### config.mk
export PLATFORM = sky130hd
export DESIGN_NAME = d1cif_decim
export DESIGN_NICKNAME = d
export VERILOG_FILES = /design/src/rtl/d1cif_pkg.sv /design/src/rtl/d1cif_code_det.sv /design/src/rtl/d1cif_line_trk.sv /design/src/rtl/d1cif_pix_sel.sv /design/src/rtl/d1cif_out_reg.sv /design/src/rtl/d1cif_decim.sv
export SDC_FILE = /design/constraint.sdc
export NUM_CORES = 1
export LEC_CHECK = 0
export ABC_CLOCK_PERIOD_IN_PS = 6200
export BUFFER_PORTS_ARGS = -buffer_cell sky130_fd_sc_hd__buf_2
export CAP_MARGIN = 20
export CELL_PAD_IN_SITES_DETAIL_PLACEMENT = 0
export CELL_PAD_IN_SITES_GLOBAL_PLACEMENT = 2
export CORE_UTILIZATION = 45
export CTS_BUF_LIST = sky130_fd_sc_hd__clkbuf_2 sky130_fd_sc_hd__clkbuf_4 sky130_fd_sc_hd__clkbuf_8
export CTS_CLUSTER_SIZE = 30
export DETAILED_ROUTE_END_ITERATION = 10
export PLACE_DENSITY_LB_ADDON = 0.2
export SLEW_MARGIN = 20
export SYNTH_ARGS = -nofsm -noshare
export SYNTH_HDL_FRONTEND = slang
export SYNTH_SLANG_ARGS = --single-unit
export TNS_END_PERCENT = 50
### constraint.sdc
create_clock -name clk -period 6.2 [get_ports clk]
set_input_delay 0.62 -clock clk [delete_from_list [all_inputs] [get_ports clk]]
set_output_delay 0.62 -clock clk [all_outputs]
set_load 0.01 [all_outputs]
### src/rtl/d1cif_pkg.sv
package d1cif_pkg;
  localparam logic [7:0] SYNC_HI = 8'hFF;
  localparam logic [7:0] SYNC_LO = 8'h00;

  typedef struct packed {
    logic f;
    logic v;
    logic h;
  } tcode_t;

  typedef struct packed {
    logic [7:0] data;
    logic       sol;
    logic       sof;
    logic       field;
  } obeat_t;
endpackage

### src/rtl/d1cif_code_det.sv
module d1cif_code_det
  import d1cif_pkg::*;
(
  input  logic       clk,
  input  logic       rst_n,
  input  logic       beat,
  input  logic [7:0] din,
  output logic       hit,
  output tcode_t     code
);
  logic [7:0] hist0, hist1, hist2;

  always_ff @(posedge clk or negedge rst_n) begin
    if (!rst_n) begin
      hist0 <= '0;
      hist1 <= '0;
      hist2 <= '0;
    end else if (beat) begin
      hist2 <= hist1;
      hist1 <= hist0;
      hist0 <= din;
    end
  end

  // current byte is the code word when the three before it were the preamble
  assign hit  = beat && (hist2 == SYNC_HI) && (hist1 == SYNC_LO) && (hist0 == SYNC_LO);
  assign code = '{f: din[6], v: din[5], h: din[4]};
endmodule

### src/rtl/d1cif_line_trk.sv
module d1cif_line_trk
  import d1cif_pkg::*;
#(
  parameter int LINE_BYTES = 1440,
  parameter int ACT_LINES  = 576,
  localparam int BCW = $clog2(LINE_BYTES + 1),
  localparam int LW  = $clog2(ACT_LINES + 1)
) (
  input  logic           clk,
  input  logic           rst_n,
  input  logic           beat,
  input  logic           hit,
  input  tcode_t         code,
  output logic           data_byte,
  output logic [BCW-1:0] bcnt,
  output logic [LW-1:0]  idx,
  output logic           sync,
  output logic           field
);
  localparam logic [BCW-1:0] BCNT_END = BCW'(LINE_BYTES);
  localparam logic [LW-1:0]  IDX_SAT  = LW'(ACT_LINES);

  logic active;
  logic vprev;

  assign data_byte = beat && !hit && active && (bcnt != BCNT_END);

  always_ff @(posedge clk or negedge rst_n) begin
    if (!rst_n) begin
      active <= 1'b0;
      vprev  <= 1'b0;
      bcnt   <= '0;
      idx    <= IDX_SAT;
      sync   <= 1'b0;
      field  <= 1'b0;
    end else if (beat) begin
      if (hit) begin
        if (!code.h) begin
          vprev <= code.v;
          if (!code.v) begin
            active <= 1'b1;
            bcnt   <= '0;
            field  <= code.f;
            if (vprev && !code.f) begin
              sync <= 1'b1;
              idx  <= '0;
            end else if (idx != IDX_SAT) begin
              idx <= idx + 1'b1;
            end
          end else begin
            active <= 1'b0;
          end
        end else begin
          active <= 1'b0;
        end
      end else if (data_byte) begin
        bcnt <= bcnt + 1'b1;
      end
    end
  end
endmodule

### src/rtl/d1cif_pix_sel.sv
module d1cif_pix_sel #(
  parameter int LINE_BYTES = 1440,
  parameter int ACT_LINES  = 576,
  parameter int CROP_PIX   = 4,
  localparam int BCW = $clog2(LINE_BYTES + 1),
  localparam int LW  = $clog2(ACT_LINES + 1)
) (
  input  logic           data_byte,
  input  logic [BCW-1:0] bcnt,
  input  logic [LW-1:0]  idx,
  input  logic           sync,
  output logic           keep,
  output logic           sol,
  output logic           sof
);
  localparam int CROP_UNITS = CROP_PIX / 2;
  localparam int UNITS      = LINE_BYTES / 8;
  localparam logic [BCW-1:0] FIRST_B = BCW'(CROP_UNITS * 8);
  localparam logic [BCW-1:0] END_B   = BCW'((UNITS - CROP_UNITS) * 8);

  logic line_ok, span_ok, phase_ok;

  assign line_ok = sync && idx[0] && (idx < LW'(ACT_LINES));
  assign span_ok = (bcnt >= FIRST_B) && (bcnt < END_B);

  always_comb begin
    unique case (bcnt[2:0])
      3'd0, 3'd1, 3'd2, 3'd5: phase_ok = 1'b1;
      default:                phase_ok = 1'b0;
    endcase
  end

  assign keep = data_byte && line_ok && span_ok && phase_ok;
  assign sol  = keep && (bcnt == FIRST_B);
  assign sof  = sol && (idx == LW'(1));
endmodule

### src/rtl/d1cif_out_reg.sv
module d1cif_out_reg
  import d1cif_pkg::*;
(
  input  logic   clk,
  input  logic   rst_n,
  input  logic   take,
  input  obeat_t din,
  input  logic   o_ready,
  output logic   o_valid,
  output obeat_t o_beat,
  output logic   in_ready
);
  assign in_ready = !o_valid || o_ready;

  always_ff @(posedge clk or negedge rst_n) begin
    if (!rst_n) begin
      o_valid <= 1'b0;
      o_beat  <= '0;
    end else if (in_ready) begin
      o_valid <= take;
      if (take) o_beat <= din;
    end
  end
endmodule

### src/rtl/d1cif_decim.sv
module d1cif_decim
  import d1cif_pkg::*;
#(
  parameter int LINE_BYTES = 1440,
  parameter int ACT_LINES  = 576,
  parameter int CROP_PIX   = 4
) (
  input  logic       clk,
  input  logic       rst_n,
  input  logic       in_valid,
  output logic       in_ready,
  input  logic [7:0] in_data,
  output logic       out_valid,
  input  logic       out_ready,
  output logic [7:0] out_data,
  output logic       out_sol,
  output logic       out_sof,
  output logic       out_field
);
  localparam int BCW = $clog2(LINE_BYTES + 1);
  localparam int LW  = $clog2(ACT_LINES + 1);

  logic           beat, hit, data_byte, synced, field;
  logic           keep, sol, sof;
  tcode_t         code;
  logic [BCW-1:0] bcnt;
  logic [LW-1:0]  idx;
  obeat_t         nb, ob;

  assign beat = in_valid && in_ready;

  d1cif_code_det u_det (
    .clk(clk), .rst_n(rst_n), .beat(beat), .din(in_data), .hit(hit), .code(code)
  );

  d1cif_line_trk #(.LINE_BYTES(LINE_BYTES), .ACT_LINES(ACT_LINES)) u_trk (
    .clk(clk), .rst_n(rst_n), .beat(beat), .hit(hit), .code(code),
    .data_byte(data_byte), .bcnt(bcnt), .idx(idx), .sync(synced), .field(field)
  );

  d1cif_pix_sel #(.LINE_BYTES(LINE_BYTES), .ACT_LINES(ACT_LINES), .CROP_PIX(CROP_PIX)) u_sel (
    .data_byte(data_byte), .bcnt(bcnt), .idx(idx), .sync(synced),
    .keep(keep), .sol(sol), .sof(sof)
  );

  assign nb = '{data: in_data, sol: sol, sof: sof, field: field};

  d1cif_out_reg u_out (
    .clk(clk), .rst_n(rst_n), .take(keep), .din(nb), .o_ready(out_ready),
    .o_valid(out_valid), .o_beat(ob), .in_ready(in_ready)
  );

  assign out_data  = ob.data;
  assign out_sol   = ob.sol;
  assign out_sof   = ob.sof;
  assign out_field = ob.field;
endmodule

After elaboration in Yosys (flattened, before gate mapping). Cells that the tools add are included.

Reductions and logical operators: 33. Magnitude comparators: 3. Equal/unequal tests: 10. Multiplexer cells: 9. Bitwise gates (word level): 2. Add/subtract/negate cells: 2.

Operator list (count): 2-to-1 mux 11 bit (4); 2-to-1 mux 10 bit (2); logical AND 1 bit (16); zero test 8 bit (2); adder 11 x 1 -> 11 bit, second input constant (1); equality test 11 x 5 -> 1 bit, second input constant (1); greater-or-equal comparator 11 x 5 -> 1 bit, second input constant (1); < comparator 11 bit, second input constant (1); inequality test 11 bit, second input constant (1); adder 10 x 1 -> 10 bit, second input constant (1); equality test 10 x 1 -> 1 bit, second input constant (1); < comparator 10 bit, second input constant (1); inequality test 10 bit, second input constant (1); AND reduction 5 bit (2); equality test 8 bit, second input constant (1); AND reduction 4 bit (2); inequality test 2 bit, second input constant (2); AND reduction 2 bit (2); nonzero test 2 bit (2); OR reduction 4 bit (1); equality test 3 x 1 -> 1 bit, second input constant (1); equality test 3 x 2 -> 1 bit, second input constant (1); equality test 3 bit, second input constant (1); zero test 1 bit (3); 5 further kinds (8).

Register bits: 61. Output and inout bits: 13.

Longest topological paths before layout.
Depth in word-level cells: 15. Mapped depth: 8. Mapped depth without buffers: 7.

By module. Synthesis repeated with hierarchy kept, for this count alone.

Cell total of the unflattened synthesis: 262. Area total of the unflattened synthesis: 3070.4 um2.

Modules (own cells, without submodules): d1cif_line_trk (times used 1, area each 1435.1 um2, cells each 153); d1cif_code_det (times used 1, area each 992.2 um2, cells each 63); d1cif_out_reg (times used 1, area each 514.2 um2, cells each 27); d1cif_pix_sel (times used 1, area each 122.6 um2, cells each 18); d1cif_decim (times used 1, area each 6.3 um2, cells each 1).

Least setup slack after synthesis. No wires, ideal clock.

Path kind: in2reg. Start point: input port out_ready. End point: register u_trk.bcnt[8]. Data required time: 6.122 ns. Path buffers: 3. Slack: 3.766 ns. Data arrival time: 2.356 ns. Setup time: 0.078 ns. Cell stages on the path: 8. Cells stage by stage: nand2b_1 -> buf_6 -> and4_2 -> buf_1 -> and2_2 -> buf_2 -> or4b_2 -> a21oi_1.

Longest elaborated chain between the ends: 11. Elaborated cells between the ends (all ways): 14. Classes of those cells: eq/ne: 2; mux: 1; reduce/logical: 11.

RTL lines: start: declaration (line d1cif_decim.sv:14) `input logic out_ready,`; logical OR 1 bit (*) (line d1cif_out_reg.sv:13) `assign in_ready = !o_valid || o_ready;`; named net in_ready (line d1cif_decim.sv:11) `output logic in_ready,`; logical AND 1 bit (*) (line d1cif_decim.sv:30) `assign beat = in_valid && in_ready;`; logical AND 1 bit (3 in series) (line d1cif_code_det.sv:26) `assign hit = beat && (hist2 == SYNC_HI) && (hist1 == SYNC_LO) && (hist0 == SYNC_LO);`; zero test 1 bit (line d1cif_line_trk.sv:26) `assign data_byte = beat && !hit && active && (bcnt != BCNT_END);`; logical AND 1 bit (3 in series) (line d1cif_line_trk.sv:26); nonzero test 2 bit (no line); AND reduction 4 bit (no line); end signal: assignment (line d1cif_line_trk.sv:57) `bcnt <= bcnt + 1'b1;`; end: declaration (line d1cif_line_trk.sv:15) `output logic [BCW-1:0] bcnt,`.

The timed path passes the listed nets; every way through them passes the cells marked *. A chain may end at the register's enable or synchronous reset.

Final worst setup path.
Start point: register u_det.hist1[1]. End point: register u_trk.bcnt[0].

Longest elaborated chain between the ends: 9. Elaborated cells between the ends (all ways): 12. Classes of those cells: eq/ne: 2; mux: 1; reduce/logical: 9.

RTL lines: start: declaration (line d1cif_code_det.sv:11) `logic [7:0] hist0, hist1, hist2;`; start signal: assignment (line d1cif_code_det.sv:20) `hist1 <= hist0;`; zero test 8 bit (*) (line d1cif_code_det.sv:26); logical AND 1 bit (*) (2 in series) (line d1cif_code_det.sv:26); zero test 1 bit (line d1cif_line_trk.sv:26); logical AND 1 bit (3 in series) (line d1cif_line_trk.sv:26); nonzero test 2 bit (no line); AND reduction 4 bit (no line).

Mark *: on every way between the ends. The rest lies on a longest branch, timed or not.

==> impl_metrics.csv <==
group,metric,value,unit
critical_path,rr_worst_depth,5,
finish,final_area,3320,um2
routing,first_pass_iters,4,
synth,synth.area.top_cells,"dfrtp_1 50%, mux2_2 14%, o21ai_0 2.9%",
pwr,ir_drop,0.159,mV
sta,final.setup.worst_slack,3.41,ns
critical_path,cp_top_family,"simple AND/OR/NAND/NOR gates",
worst_hold_path,min_path_type,"in2async",
cts,cts_made_buffers,9,
global_route,track_usage,20.3,%
routing,postRouteAntennaNets,0,
cts,cts_tree,"yes",
sta,period_needed,2.79,ns
global_route,grt_max_degree,62,
cts,ctsResizeCount,0,
critical_path,slowest_stage,"nand3_1",
critical_path,end_kind,"flip-flop",
finish,num-nets-final,302,
synth,yosysWarnings,0,
critical_path,startpoint,"u_det.hist1[1]",
synth,synthFlopType,"dfrtp_1",
cts,clock-root-buffer,"clkbuf_8",
global_route,grt_overflow_total,0,
critical_path,startpoint_type,"flip-flop",
cts,h-tree-depth,3,
synth,ys_seq_area_share,51.6,%
synth,synth_top_family_by_area,"simple AND/OR/NAND/NOR gates",
floorplanning,die_x,83.2,um
critical_path,reg2reg_from,"u_det.hist1[1]",
pwr,total_leakage_power,1.46,nW
floorplanning,ios,25,
sta,tns,0,ns
sta,hold_viol,0,
placed_design,place_area,3120,um2
sta,slew_violations,0,
routing,vias,2106,
cts,clock_latency,0.35,ns
cts,cts_setup_buffers,0,
synth,syn_nets,278,
floorplanning,core-area,6350,um2
flow_run,drv_cap,0,
global_route,grt_pass1_wl,10800,um
critical_path,crit_chain,"or4_4 > nor4_4 > nand3_1 > o21a_1 > mux2_2",
critical_path,r2r_end,"u_trk.bcnt[0]",
placed_design,dp_slack,3.21,ns
critical_path,cp.arrival,3.03,ns
finish,syn2layout_area_growth,11.8,%
placed_design,dp_hpwl,4270,um
synth,synth_area,2970,um2
critical_path,critical_path_class,"reg2reg",
critical_path,crit_path_max_fanout,14,
critical_path,crit_buf_inv,0,
global_route,antenna_found_initial,0,
synth,synthTopCellsByCount,"59 x dfrtp_1, 37 x mux2_2, 19 x nor2_1",
synth,synth_cell_types,50,
routing,drtIter0Drc,103,
routing,vias_per_cell,5.74,
cts,cts_hold_buf,0,
sta,fmax,358,MHz
placed_design,gp_congestion,0.760,
floorplanning,die_y,83.2,um
synth,synthMostInstantiatedCell,"dfrtp_1",
synth,yosysTopAreaCellShare,49.8,%
finish,final_layout_size_suffix_gt1_share,31.7,%
cts,cts.clk_slew.worst_paths,0.07,ns
placed_design,portBuffers,24,
sta,fin_crit_sh,45.1,%
cts,clkSinkCount,61,
sta,worst_pin_slew,0.905,ns
synth,postSynth.asyncResetShare,100,%
floorplanning,start_util,46.7,%
routing,drc,0,
outcome,status,"complete, no violations",
synth,synth-adder-area-share,2.11,%
synth,synth-simple-area-share,17.0,%
synth,synthCells,261,
floorplanning,die-area,6920,um2
finish,antenna_cells,0,
finish,fin_cells,367,
sta,skew,0.0101,ns
critical_path,cp.depth,5,
synth,synth_compound_area_share,9.75,%
synth,synth_edf_count,0,
pwr,p_per_area,280,nW/um2
synth,synthMuxAreaShare,14.7,%
critical_path,ff2ff_setup_slack,3.41,ns
critical_path,endpoint,"u_trk.bcnt[0]",
critical_path,critPathMaxStageDelay,0.61,ns
sta,setup-violations-final,0,
cts,cts_buffer_depth,2,
placed_design,post-place-cells,351,
routing,wl_per_cell,17.2,um
sta,relSlewSlack,39.3,%
synth,ys_ff_latch,61,
routing,routed_wirelength,6330,um
synth,post-synth-top-area-cell,"dfrtp_1",
synth,synth.avg_cell_area,11.4,um2
critical_path,worstPathRequired,6.43,ns
floorplanning,num_rows,29,
global_route,grt_pass1_vias,2113,
sta,rsz0062_at_grt,"no",
synth,synth_xor_area_share,1.18,%
placed cells by master, fill, tap and decap left out, drive strengths merged, types with 3 or more instances in the layout:
cell type | netlist | layout
dfrtp | 59 | 59
mux2 | 37 | 37
buf | 6 | 25
nor2 | 19 | 19
o21ai | 17 | 17
nand2 | 13 | 13
nand3 | 11 | 11
nand4 | 9 | 9
clkbuf | 6 | 9
inv | 8 | 9
o31ai | 8 | 8
nor4 | 8 | 8
and2 | 6 | 6
a21oi | 5 | 5
ha | 5 | 5
and3 | 4 | 4
xnor2 | 4 | 4
nand2b | 4 | 4
clkinvlp | 0 | 3
or4 | 3 | 3
routing by layer:
layer  GRT usage [%]  up-vias  routed length [um]
met3            6.56        7                 241
met1            28.5     1054                3170
met5               0        -                   0
met4            6.27        0                  73
met2            30.0       36                2850
li1                -     1009                   -
worst min path at each step:
stage,from,end,slack [ns],cells after the start
floorplan,rst_n,u_det.hist0[0],0.32,0
global placement,u_trk.sync,u_trk.sync,0.46,1
detailed placement,u_trk.sync,u_trk.sync,0.47,1
CTS,rst_n,u_trk.idx[7],0.45,2
global route,rst_n,u_trk.bcnt[3],0.50,2
finish,rst_n,u_trk.bcnt[1],0.43,2
cell type report:
| class | count | area, um2 |
|---|---|---|
| repair buffers | 25 | 128 |
| clock buffers | 9 | 124 |
| well taps | 77 | 96.3 |
| fillers | 591 | 3030 |
| multi-input cells | 180 | 1330 |
| inverters | 8 | 30.0 |
| clock inverters | 7 | 75.1 |
| flip-flops and latches | 61 | 1530 |
through the flow:
step | power, W | hold slack (ns) | utilization [%]
3_5_place_dp | 0.000587 | 0.475 | 49.1
2_1_floorplan | 0.000546 | 0.324 | -
6_report | 0.000930 | 0.426 | 52.2
3_3_place_gp | 0.000585 | 0.464 | 49.1
5_1_grt | 0.000979 | 0.505 | 52.2
4_1_cts | 0.000944 | 0.454 | 52.2
flip-flops by register name, indices dropped and copies added, names as in the netlist:
signal and count:
u_out.o_beat 11, u_trk.bcnt 11, u_trk.idx 10, u_det.hist0 8
u_det.hist1 8, u_det.hist2 8, u_out.o_valid 1, u_trk.active 1
u_trk.field 1, u_trk.sync 1, u_trk.vprev 1
kinds of logic (layout without fill, tap and decap cells):
group                      Yosys count  count (layout)
adders and majority gates            5               5
muxes                               39              39
xor gates and xnor gates             4               4
AOI/OAI and AO/OA                   44              44
buffers and inverters               20              49
DFF                                 61              61
and+or+nand+nor                     88              88
power by group:
group | switching (W) | internal, W
Clock | 0.000165 | 0.000186
Sequential | 0.0000497 | 0.000437
Combinational | 0.0000429 | 0.0000484
Total | 0.000258 | 0.000672
(Power assumes the default switching activity.)
